[src/rtl/rxq_pkg.sv]
package rxq_pkg;

  // fill-level code: entries minus one, floor at zero
  function automatic int occ_code(int entries);
    return (entries == 0) ? 0 : entries - 1;
  endfunction

  // equality of the level with the threshold code; an empty queue never matches
  function automatic logic level_match(int entries, int thr_code);
    return (entries != 0) && (occ_code(entries) == thr_code);
  endfunction

  // circular pointer advance
  function automatic int ptr_next(int ptr, int depth);
    return (ptr + 1 == depth) ? 0 : ptr + 1;
  endfunction

  // next entry count from accepted push/pop
  function automatic int count_next(int entries, logic push, logic pop);
    return entries + (push ? 1 : 0) - (pop ? 1 : 0);
  endfunction

endpackage

[src/rtl/rxq_store.sv]
module rxq_store #(
  parameter int DATA_W = 8,
  parameter int DEPTH  = 16
) (
  input  logic              clk,
  input  logic              rst,
  input  logic              push,
  input  logic              pop,
  input  logic [DATA_W-1:0] wdata,
  output logic [DATA_W-1:0] rdata
);
  localparam int AW = (DEPTH > 1) ? $clog2(DEPTH) : 1;

  logic [DATA_W-1:0] mem [DEPTH];
  logic [AW-1:0]     wr_ptr;
  logic [AW-1:0]     rd_ptr;

  always_ff @(posedge clk) begin
    if (push) mem[wr_ptr] <= wdata;
  end

  always_ff @(posedge clk) begin
    if (rst) begin
      wr_ptr <= '0;
      rd_ptr <= '0;
      rdata  <= '0;
    end else begin
      if (push) wr_ptr <= AW'(rxq_pkg::ptr_next(int'(wr_ptr), DEPTH));
      if (pop) begin
        rdata  <= mem[rd_ptr];
        rd_ptr <= AW'(rxq_pkg::ptr_next(int'(rd_ptr), DEPTH));
      end
    end
  end

  // popped data holds until the next pop
  p_rdata_hold_r2: assert property (@(posedge clk) disable iff (rst)
    !pop |=> $stable(rdata));

endmodule

[src/rtl/rxq_level.sv]
module rxq_level #(
  parameter int DEPTH = 16
) (
  input  logic                         clk,
  input  logic                         rst,
  input  logic                         wr_req,
  input  logic                         rd_req,
  output logic                         push,
  output logic                         pop,
  output logic [$clog2(DEPTH+1)-1:0]   count,
  output logic [$clog2(DEPTH+1)-1:0]   count_nxt,
  output logic [$clog2(DEPTH)-1:0]     occ,
  output logic                         empty,
  output logic                         full,
  output logic                         ovf,
  output logic                         unf
);
  localparam int CW = $clog2(DEPTH+1);
  localparam int OW = $clog2(DEPTH);

  logic wr_refused;
  logic rd_refused;

  assign empty      = (count == '0);
  assign full       = (count == CW'(DEPTH));
  assign push       = wr_req && !full;
  assign pop        = rd_req && !empty;
  assign wr_refused = wr_req && full;
  assign rd_refused = rd_req && empty;
  assign count_nxt  = CW'(rxq_pkg::count_next(int'(count), push, pop));
  assign occ        = OW'(rxq_pkg::occ_code(int'(count)));

  always_ff @(posedge clk) begin
    if (rst) begin
      count <= '0;
      ovf   <= 1'b0;
      unf   <= 1'b0;
    end else begin
      count <= count_nxt;
      if (wr_refused) ovf <= 1'b1;
      if (rd_refused) unf <= 1'b1;
    end
  end

  // level never exceeds the depth
  p_count_bound_r3: assert property (@(posedge clk) disable iff (rst)
    count <= CW'(DEPTH));

  // refused write leaves the queue full and the flag set
  p_full_write_dropped_r8: assert property (@(posedge clk) disable iff (rst)
    (wr_req && full && !rd_req) |=> (full && ovf));

  // overflow flag is sticky
  p_ovf_sticky_r8: assert property (@(posedge clk) disable iff (rst)
    ovf |=> ovf);

  // refused read leaves the level and sets the flag
  p_empty_read_r9: assert property (@(posedge clk) disable iff (rst)
    (rd_req && empty && !wr_req) |=> (empty && unf));

  // balanced traffic keeps the level
  p_balanced_r10: assert property (@(posedge clk) disable iff (rst)
    (wr_req && rd_req && !empty && !full) |=> $stable(count));

endmodule

[src/rtl/rxq_match.sv]
module rxq_match #(
  parameter int DEPTH = 16
) (
  input  logic                       clk,
  input  logic                       rst,
  input  logic [$clog2(DEPTH+1)-1:0] count,
  input  logic [$clog2(DEPTH+1)-1:0] count_nxt,
  input  logic                       pop,
  input  logic                       empty,
  input  logic                       thr_we,
  input  logic [$clog2(DEPTH)-1:0]   thr_wdata,
  output logic [$clog2(DEPTH)-1:0]   thr,
  output logic                       throttle,
  output logic                       irq
);
  localparam int OW = $clog2(DEPTH);

  logic [OW-1:0] thr_d;
  logic          match_now;
  logic          match_nxt;
  logic          match_fresh;
  logic          irq_d;

  assign thr_d       = thr_we ? thr_wdata : thr;
  assign match_now   = rxq_pkg::level_match(int'(count), int'(thr));
  assign match_nxt   = rxq_pkg::level_match(int'(count_nxt), int'(thr_d));
  assign match_fresh = match_nxt && !match_now;
  assign throttle    = match_now;

  always_comb begin
    if (pop)              irq_d = 1'b0;
    else if (match_fresh) irq_d = 1'b1;
    else if (match_nxt)   irq_d = irq;
    else                  irq_d = 1'b0;
  end

  always_ff @(posedge clk) begin
    if (rst) begin
      thr <= '0;
      irq <= 1'b0;
    end else begin
      thr <= thr_d;
      irq <= irq_d;
    end
  end

  // threshold write lands in the next cycle
  p_thr_write_r4: assert property (@(posedge clk) disable iff (rst)
    thr_we |=> (thr == $past(thr_wdata)));

  // interrupt only with the equality present
  p_irq_needs_match_r6: assert property (@(posedge clk) disable iff (rst)
    irq |-> throttle);

  // a pop clears the interrupt
  p_pop_clears_irq_r7: assert property (@(posedge clk) disable iff (rst)
    pop |=> !irq);

  // an empty queue never matches
  p_empty_no_match_r11: assert property (@(posedge clk) disable iff (rst)
    empty |-> (!throttle && !irq));

endmodule

[src/rtl/rxq_thresh_fifo.sv]
module rxq_thresh_fifo #(
  parameter int DATA_W = 8,
  parameter int DEPTH  = 16
) (
  input  logic                     clk,
  input  logic                     rst,
  input  logic                     rx_wr_en,
  input  logic [DATA_W-1:0]        rx_wr_data,
  input  logic                     host_rd_en,
  output logic [DATA_W-1:0]        host_rd_data,
  input  logic                     thr_wr_en,
  input  logic [$clog2(DEPTH)-1:0] thr_wr_data,
  output logic [$clog2(DEPTH)-1:0] thr_value,
  output logic [$clog2(DEPTH)-1:0] occ_value,
  output logic                     fifo_empty,
  output logic                     fifo_full,
  output logic                     rx_irq,
  output logic                     rx_throttle,
  output logic                     ovf_flag,
  output logic                     unf_flag
);
  localparam int CW = $clog2(DEPTH+1);

  logic          push_ok;
  logic          pop_ok;
  logic [CW-1:0] lvl_count;
  logic [CW-1:0] lvl_count_nxt;

  rxq_level #(.DEPTH(DEPTH)) level_i (
    .clk       (clk),
    .rst       (rst),
    .wr_req    (rx_wr_en),
    .rd_req    (host_rd_en),
    .push      (push_ok),
    .pop       (pop_ok),
    .count     (lvl_count),
    .count_nxt (lvl_count_nxt),
    .occ       (occ_value),
    .empty     (fifo_empty),
    .full      (fifo_full),
    .ovf       (ovf_flag),
    .unf       (unf_flag)
  );

  rxq_store #(.DATA_W(DATA_W), .DEPTH(DEPTH)) store_i (
    .clk   (clk),
    .rst   (rst),
    .push  (push_ok),
    .pop   (pop_ok),
    .wdata (rx_wr_data),
    .rdata (host_rd_data)
  );

  rxq_match #(.DEPTH(DEPTH)) match_i (
    .clk       (clk),
    .rst       (rst),
    .count     (lvl_count),
    .count_nxt (lvl_count_nxt),
    .pop       (pop_ok),
    .empty     (fifo_empty),
    .thr_we    (thr_wr_en),
    .thr_wdata (thr_wr_data),
    .thr       (thr_value),
    .throttle  (rx_throttle),
    .irq       (rx_irq)
  );

  // throttle tracks the registered equality at the ports
  p_throttle_equal_r5: assert property (@(posedge clk) disable iff (rst)
    rx_throttle |-> (!fifo_empty && occ_value == thr_value));

endmodule

[config.mk]
export PLATFORM = sky130hd
export DESIGN_NAME = rxq_thresh_fifo
export DESIGN_NICKNAME = d
export VERILOG_FILES = /design/src/rtl/rxq_pkg.sv /design/src/rtl/rxq_store.sv /design/src/rtl/rxq_level.sv /design/src/rtl/rxq_match.sv /design/src/rtl/rxq_thresh_fifo.sv
export SDC_FILE = /design/constraint.sdc
export NUM_CORES = 1
export LEC_CHECK = 0
export BUFFER_PORTS_ARGS = -buffer_cell sky130_fd_sc_hd__buf_2
export CAP_MARGIN = 20
export CORE_MARGIN = 1.5
export CORE_UTILIZATION = 45
export CTS_CLUSTER_DIAMETER = 100
export CTS_CLUSTER_SIZE = 30
export DETAILED_ROUTE_END_ITERATION = 16
export PLACE_DENSITY = 0.61
export SKIP_LAST_GASP = 1
export SYNTH_ARGS = -nofsm -noshare
export SYNTH_HDL_FRONTEND = slang
export SYNTH_HIERARCHICAL = 1
export SYNTH_SLANG_ARGS = --single-unit
[constraint.sdc]
create_clock -name clk -period 3.9 [get_ports clk]
set_clock_uncertainty 0.2 [all_clocks]
set_input_delay 0 -clock clk [delete_from_list [all_inputs] [get_ports clk]]
set_output_delay 0 -clock clk [all_outputs]
set_load 0.05 [all_outputs]
# Word level (Yosys, flattened, before mapping)
# Memory sizes are Yosys's and may differ from the RTL's. A register that Yosys moved wholly into a read port is not among the register bits.
# Index checks and enable logic that the tools add are counted.
[word_totals] n_memories=1 wordCells=47 ram_bits=128 output_inout_bits=22 ff_bits=20 input_bits=17
[memory_table] memory="store_i.mem" depth=16 word_bits=8 rd=1 rd_ports_with_merged_regs=1 write_ports=1 line_no="rxq_store.sv:14" source="logic [DATA_W-1:0] mem [DEPTH];"
[classes] muxes=11 addsub=6 n_eq_ne=6 n_reduce_logical=16
[op_table] operator="$eq A32 B5 Y1" count=2
[op_table] operator="$mux W32" count=2
[op_table] operator="$eq A5 B5 Y1 const B" count=3
[op_table] operator="$logic_not A5 Y1" count=3
[op_table] operator="$mux W4" count=3
[op_table] operator="$sub A5 B1 Y6 const B" count=2
[op_table] operator="$add A4 B1 Y5 const B" count=2
[op_table] operator="$reduce_bool A5 Y1" count=2
[op_table] operator="$logic_and A1 B1 Y1" count=7
[op_table] operator="$mux W1" count=6
[op_table] operator="$add A5 B5 Y5" count=1
[op_table] operator="$sub A5 B5 Y5" count=1
[op_table] operator="$logic_not A1 Y1" count=3
[op_table] operator="$ne A2 B2 Y1 const B" count=1
[op_table] operator="$reduce_or A2 Y1" count=1

# Logic depth before layout (Yosys ltp)
[depth] word_depth=12 depth_mapped=17 depth_no_buf=16

# Cells and area by module
# The synthesis kept the hierarchy.
[by_module_without_submodules] module="rxq_store" n_inst=1 area_each_um2=5630.4 seq_area_each_um2=4164.0 cells_each=302
[by_module_without_submodules] module="rxq_level" n_inst=1 area_each_um2=529.3 seq_area_each_um2=140.1 cells_each=59
[by_module_without_submodules] module="rxq_match" n_inst=1 area_each_um2=490.5 seq_area_each_um2=100.1 cells_each=60

# Worst setup path after synthesis
# Ideal clock, no wire load.
[synth_timing] kind="register to register" from="register level_i.count[1]" to="register match_i.irq" setup_slack_ns=0.249 t_required_ns=3.614 synth_period_minus_slack_ns=3.651 setup_ns=0.086 t_arrival_ns=3.365 path_stages_with_launch=18 path_cell_list="dfxtp_1 -> inv_1 -> ha_1 -> and3b_1 -> buf_2 -> nor2b_1 -> ha_1 -> inv_1 -> ha_1 -> fa_1 -> nand2b_1 -> a21oi_1 -> xnor2_1 -> inv_1 -> a2111oi_0 -> or3_1 -> nand4_1 -> a211oi_1"
[synth_rtl] item="start, declared" line_no="rxq_level.sv:10" source="output logic [$clog2(DEPTH+1)-1:0] count,"
[synth_rtl] item="start signal, assigned" line_no="rxq_level.sv:39" source="count <= count_nxt;"
[synth_rtl] item="$logic_not A5 Y1 (*)" line_no="rxq_level.sv:24" source="assign empty = (count == '0);"
[synth_rtl] item="named net fifo_empty" line_no="rxq_thresh_fifo.sv:15" source="output logic fifo_empty,"
[synth_rtl] item="$logic_not A1 Y1 (*)" line_no="rxq_level.sv:27" source="assign pop = rd_req && !empty;"
[synth_rtl] item="$logic_and A1 B1 Y1 (*)" line_no="rxq_level.sv:27"
[synth_rtl] item="named net pop_ok" line_no="rxq_thresh_fifo.sv:25" source="logic pop_ok;"
[synth_rtl] item="$mux W1 (*)" line_no="rxq_pkg.sv:20" source="return entries + (push ? 1 : 0) - (pop ? 1 : 0);"
[synth_rtl] item="$sub A5 B5 Y5 (*)" line_no="rxq_pkg.sv:20"
[synth_rtl] item="named net lvl_count_nxt[4]" line_no="rxq_thresh_fifo.sv:27" source="logic [CW-1:0] lvl_count_nxt;"
[synth_rtl] item="$sub A5 B1 Y6 / $logic_not A5 Y1 (equally long branches)" line_no="rxq_pkg.sv:5" source="return (entries == 0) ? 0 : entries - 1;"
[synth_rtl] item="$mux W32" line_no="rxq_pkg.sv:5"
[synth_rtl] item="$eq A32 B5 Y1" line_no="rxq_pkg.sv:10" source="return (entries != 0) && (occ_code(entries) == thr_code);"
[synth_rtl] item="$logic_and A1 B1 Y1 (*)" line_no="rxq_pkg.sv:10"
[synth_rtl] item="$logic_and A1 B1 Y1" line_no="rxq_match.sv:27" source="assign match_fresh = match_nxt && !match_now;"
[synth_rtl] item="$ne A2 B2 Y1 (no source line) / $mux W1 (equally long branches)"
[synth_rtl] item="end signal, assigned" line_no="rxq_match.sv:43" source="irq <= irq_d;"
[synth_rtl] item="end, declared" line_no="rxq_match.sv:14" source="output logic irq"
# The timed path passes the listed nets; every way through them passes the cells marked *.
# A chain may end at the register's enable or synchronous reset.

# Final worst setup path
[layout_timing] from="register level_i.count[1]" to="register match_i.irq"
[layout_rtl] item="$logic_not A5 Y1 (*)" line_no="rxq_level.sv:24"
[layout_rtl] item="$logic_not A1 Y1 (*)" line_no="rxq_level.sv:27"
[layout_rtl] item="$logic_and A1 B1 Y1 (*)" line_no="rxq_level.sv:27"
[layout_rtl] item="named net pop_ok" line_no="rxq_thresh_fifo.sv:25"
[layout_rtl] item="$mux W1 (*)" line_no="rxq_pkg.sv:20"
[layout_rtl] item="$sub A5 B5 Y5 (*)" line_no="rxq_pkg.sv:20"
[layout_rtl] item="named net lvl_count_nxt[4]" line_no="rxq_thresh_fifo.sv:27"
[layout_rtl] item="$sub A5 B1 Y6 / $logic_not A5 Y1 (equally long branches)" line_no="rxq_pkg.sv:5"
[layout_rtl] item="$mux W32" line_no="rxq_pkg.sv:5"
[layout_rtl] item="$eq A32 B5 Y1" line_no="rxq_pkg.sv:10"
[layout_rtl] item="$logic_and A1 B1 Y1 (*)" line_no="rxq_pkg.sv:10"
[layout_rtl] item="$logic_and A1 B1 Y1" line_no="rxq_match.sv:27"
[layout_rtl] item="$ne A2 B2 Y1 (no source line) / $mux W1 (equally long branches)"
# Marked as above.

==> impl_metrics.csv <==
group,metric,value,unit
drt,drtIter0Drc,255,
layout,regArea,4410,um^2
worst_setup_path,required,4.03,ns
synthesis,yosys-top-cells-count,"edfxtp_1 (128), dfxtp_1 (28), mux2_2 (27), nor2_1 (27)",
drt,post_drt_wl_per_cell,18.8,um
layout,antenna_cells,0,
power_and_ir_drop,power_density,718,nW/um^2
placed_design,gp_congestion,0.841,
clock_tree,root_buffer,"clkbuf_16",
synthesis,synth_cells,421,
timing,hold_slack,0.285,ns
timing,final_hold_viol_count,0,
die,die_y,125,um
timing,fin_tns_setup,0,ns
layout,drive_above_1_share,0.248,
clock_tree,tritoncts,"done",
worst_setup_path,slowest_stage,"fa_1",
die,pin_count,39,
synthesis,ys_seq_area_frac,0.662,
run_status,status,"completed",
synthesis,syn_nets,456,
drt,wirelength,13.0,mm
synthesis,synth_area,6650,um^2
clock_tree,clkLatencyLatePin,0.41,ns
run,drv_cap,0,
placed_design,preCtsSetupSlack,-0.0157,ns
worst_setup_path,crit_path_cell_trace,"inv_2 > ha_1 > and3b_2 > nor2b_2 > ha_1 > inv_1 > ha_1 > fa_1 > nand2b_1 > a21oi_1 > xnor2_1 > inv_1 > a2111oi_2 > or3_1 > nand4_1 > a211oi_1",
timing,worst_pin_slew,1.03,ns
synthesis,yosysTopAreaCell,"edfxtp_1",
timing,slew_violations,0,
hold_path,worst_hold_path_type,"reg2reg",
timing,finalWorstSetupSlack,0.254,ns
synthesis,synthArstFlopShare,0,
layout,final_cells,693,
clock_tree,cts_made_buffers,17,
grt,grt_pass1_wl,21.0,mm
die,die_area,15500,um^2
synthesis,synth_edf_count,128,
synthesis,yosysMostFrequentCell,"edfxtp_1",
timing,fmax,274,MHz
die,initial_core_util,0.459,
drt,drtAntennaViolNets,0,
worst_setup_path,slowest_delay,0.42,ns
drt,viasPerCell,5.39,
die,die_w,125,um
grt,antenna_found_initial,0,
power_and_ir_drop,p_leak,0.00280,uW
worst_setup_path,cp_common_cell,"ha_1",
clock_tree,clock_path_buffers,2,
clock_tree,h-tree-depth,4,
worst_setup_path,r2r_cells,16,
drt,drc,0,
drt,firstDrtPassIters,4,
layout,syn2layout_area_growth,19.7,%
grt,gr-total-overflow,0,
timing,min_period_over_period,0.935,
worst_setup_path,cp_max_fo,7,
clock_tree,cts.sinks,156,
grt,grt_usage,0.180,
power_and_ir_drop,peakVddDrop,0.000753,V
layout,nFillCells,1169,
synthesis,yosysTopAreaCellShare,0.578,
timing,relSlewSlack,0.314,
worst_setup_path,start_kind,"flop",
die,std_cell_rows,44,
placed_design,dp_hpwl,8.50,mm
synthesis,synth_seq_cells,156,
synthesis,yosys_warnings,6,
drt,dr_total_vias,3733,
clock_tree,clkSlewWorstSetupHoldPaths,0.06,ns
layout,final_util,0.550,
timing,min_period,3.65,ns
synthesis,synth_cell_types,43,
worst_setup_path,critPathKind,"reg2reg",
placed_design,dp_cells,634,
hold_path,whs_path_depth,1,
layout,multi_input_area,2110,um^2
timing,report.final.setup_viol,0,
synthesis,synthTopCellsByArea,"edfxtp_1 (58%), dfxtp_1 (8.4%), mux4_2 (5.4%), mux2_2 (4.6%), ha_1 (3.2%)",
worst_setup_path,arrival,3.77,ns
synthesis,synth_flop_cell,"edfxtp_1",
synthesis,syn_area_per_cell,15.8,um^2
worst_setup_path,end_kind,"flop",
placed_design,numPortBuffers,38,
layout,nets,531,
die,coreArea,14500,um^2
timing,grt_setup_unrepaired,"no",
grt,grt_pass1_vias,3923,
grt,grt_max_degree,39,
## final timing paths
check	from	endpoint	slack, ns
worst min-delay path	store_i/rdata[5]	store_i/rdata[5]	0.29
worst min register to register	store_i/rdata[5]	store_i/rdata[5]	0.29
worst max register to register	level_i/count[1]	match_i/irq	0.25
worst max-delay path	level_i/count[1]	match_i/irq	0.25
## critical path: cells and delay by family (launching register included)
family	cells	cell delay, ns
and+or+nand+nor	5	0.75
AOI/OAI and AO/OA	3	0.69
DFF	1	0.39
xor gates and xnor gates	1	0.27
buffers and inverters	3	0.28
adders and majority gates	4	0.98
## registers in the layout, summed over array words and instances, names as in the netlist
name	count
store_i/mem	128
level_i/unf	1
store_i/rd_ptr	4
match_i/irq	1
level_i/ovf	1
level_i/count	5
store_i/wr_ptr	4
match_i/thr	4
store_i/rdata	8
## metal layers
metal / vias to the layer above / track usage / part of all wire
met4: 0 / 0.0642 / 0.014
met2: 72 / 0.303 / 0.50
met1: 1871 / 0.220 / 0.44
met5: - / 0 / 0
li1: 1773 / - / -
met3: 17 / 0.0537 / 0.038
## report_power, final
part	leakage (uW)	internal (uW)	switching (uW)
Combinational	0.00110	801	1130
Clock	0.000314	1180	600
Sequential	0.00139	1920	84.3
## cell usage in the layout, fill, tap and decap left out, types with 16 or more instances in the layout
cell,count
buf_2,38
mux2i_1,16
nor2_1,27
mux4_2,16
dfxtp_1,26
ha_1,17
mux2_2,27
nor2b_1,16
and2_1,17
clkbuf_16,17
edfxtp_1,128
dlygate4sd3_1,26
## through the flow
stage	cell area (um^2)	power, uW
4_1_cts	7940	5700
6_report	7960	5710
3_5_place_dp	7030	3880
3_3_place_gp	7030	3830
5_1_grt	7960	6000
2_1_floorplan	6650	3500
## what timing repair did
action / CTS / global route
gates resized for setup: 1 / 6
hold endpoints to repair: 148 / 0
buffers inserted: 0 / 1
endpoints found under the setup margin: 1 / 1
pin swaps: 0 / 1
hold buffers: 26 / 0
## cell families after synthesis
logic type / after synthesis / share of synthesized area
xor+xnor: 19 / 0.0250
compound gates: 50 / 0.0570
mux: 59 / 0.124
flops: 156 / 0.662
simple gates: 89 / 0.0747
buf+inv: 30 / 0.0220
fa+ha+maj: 18 / 0.0350
## final cells by class
class | instances | area share
sequential | 156 | 0.554
multi-input combinational | 235 | 0.266
timing repair buffer | 72 | 0.0641
clock buffer | 23 | 0.0601
tap | 184 | 0.0289
clock inverter | 9 | 0.0209
inverter | 14 | 0.00660
Power figures use the tool's default switching activity.
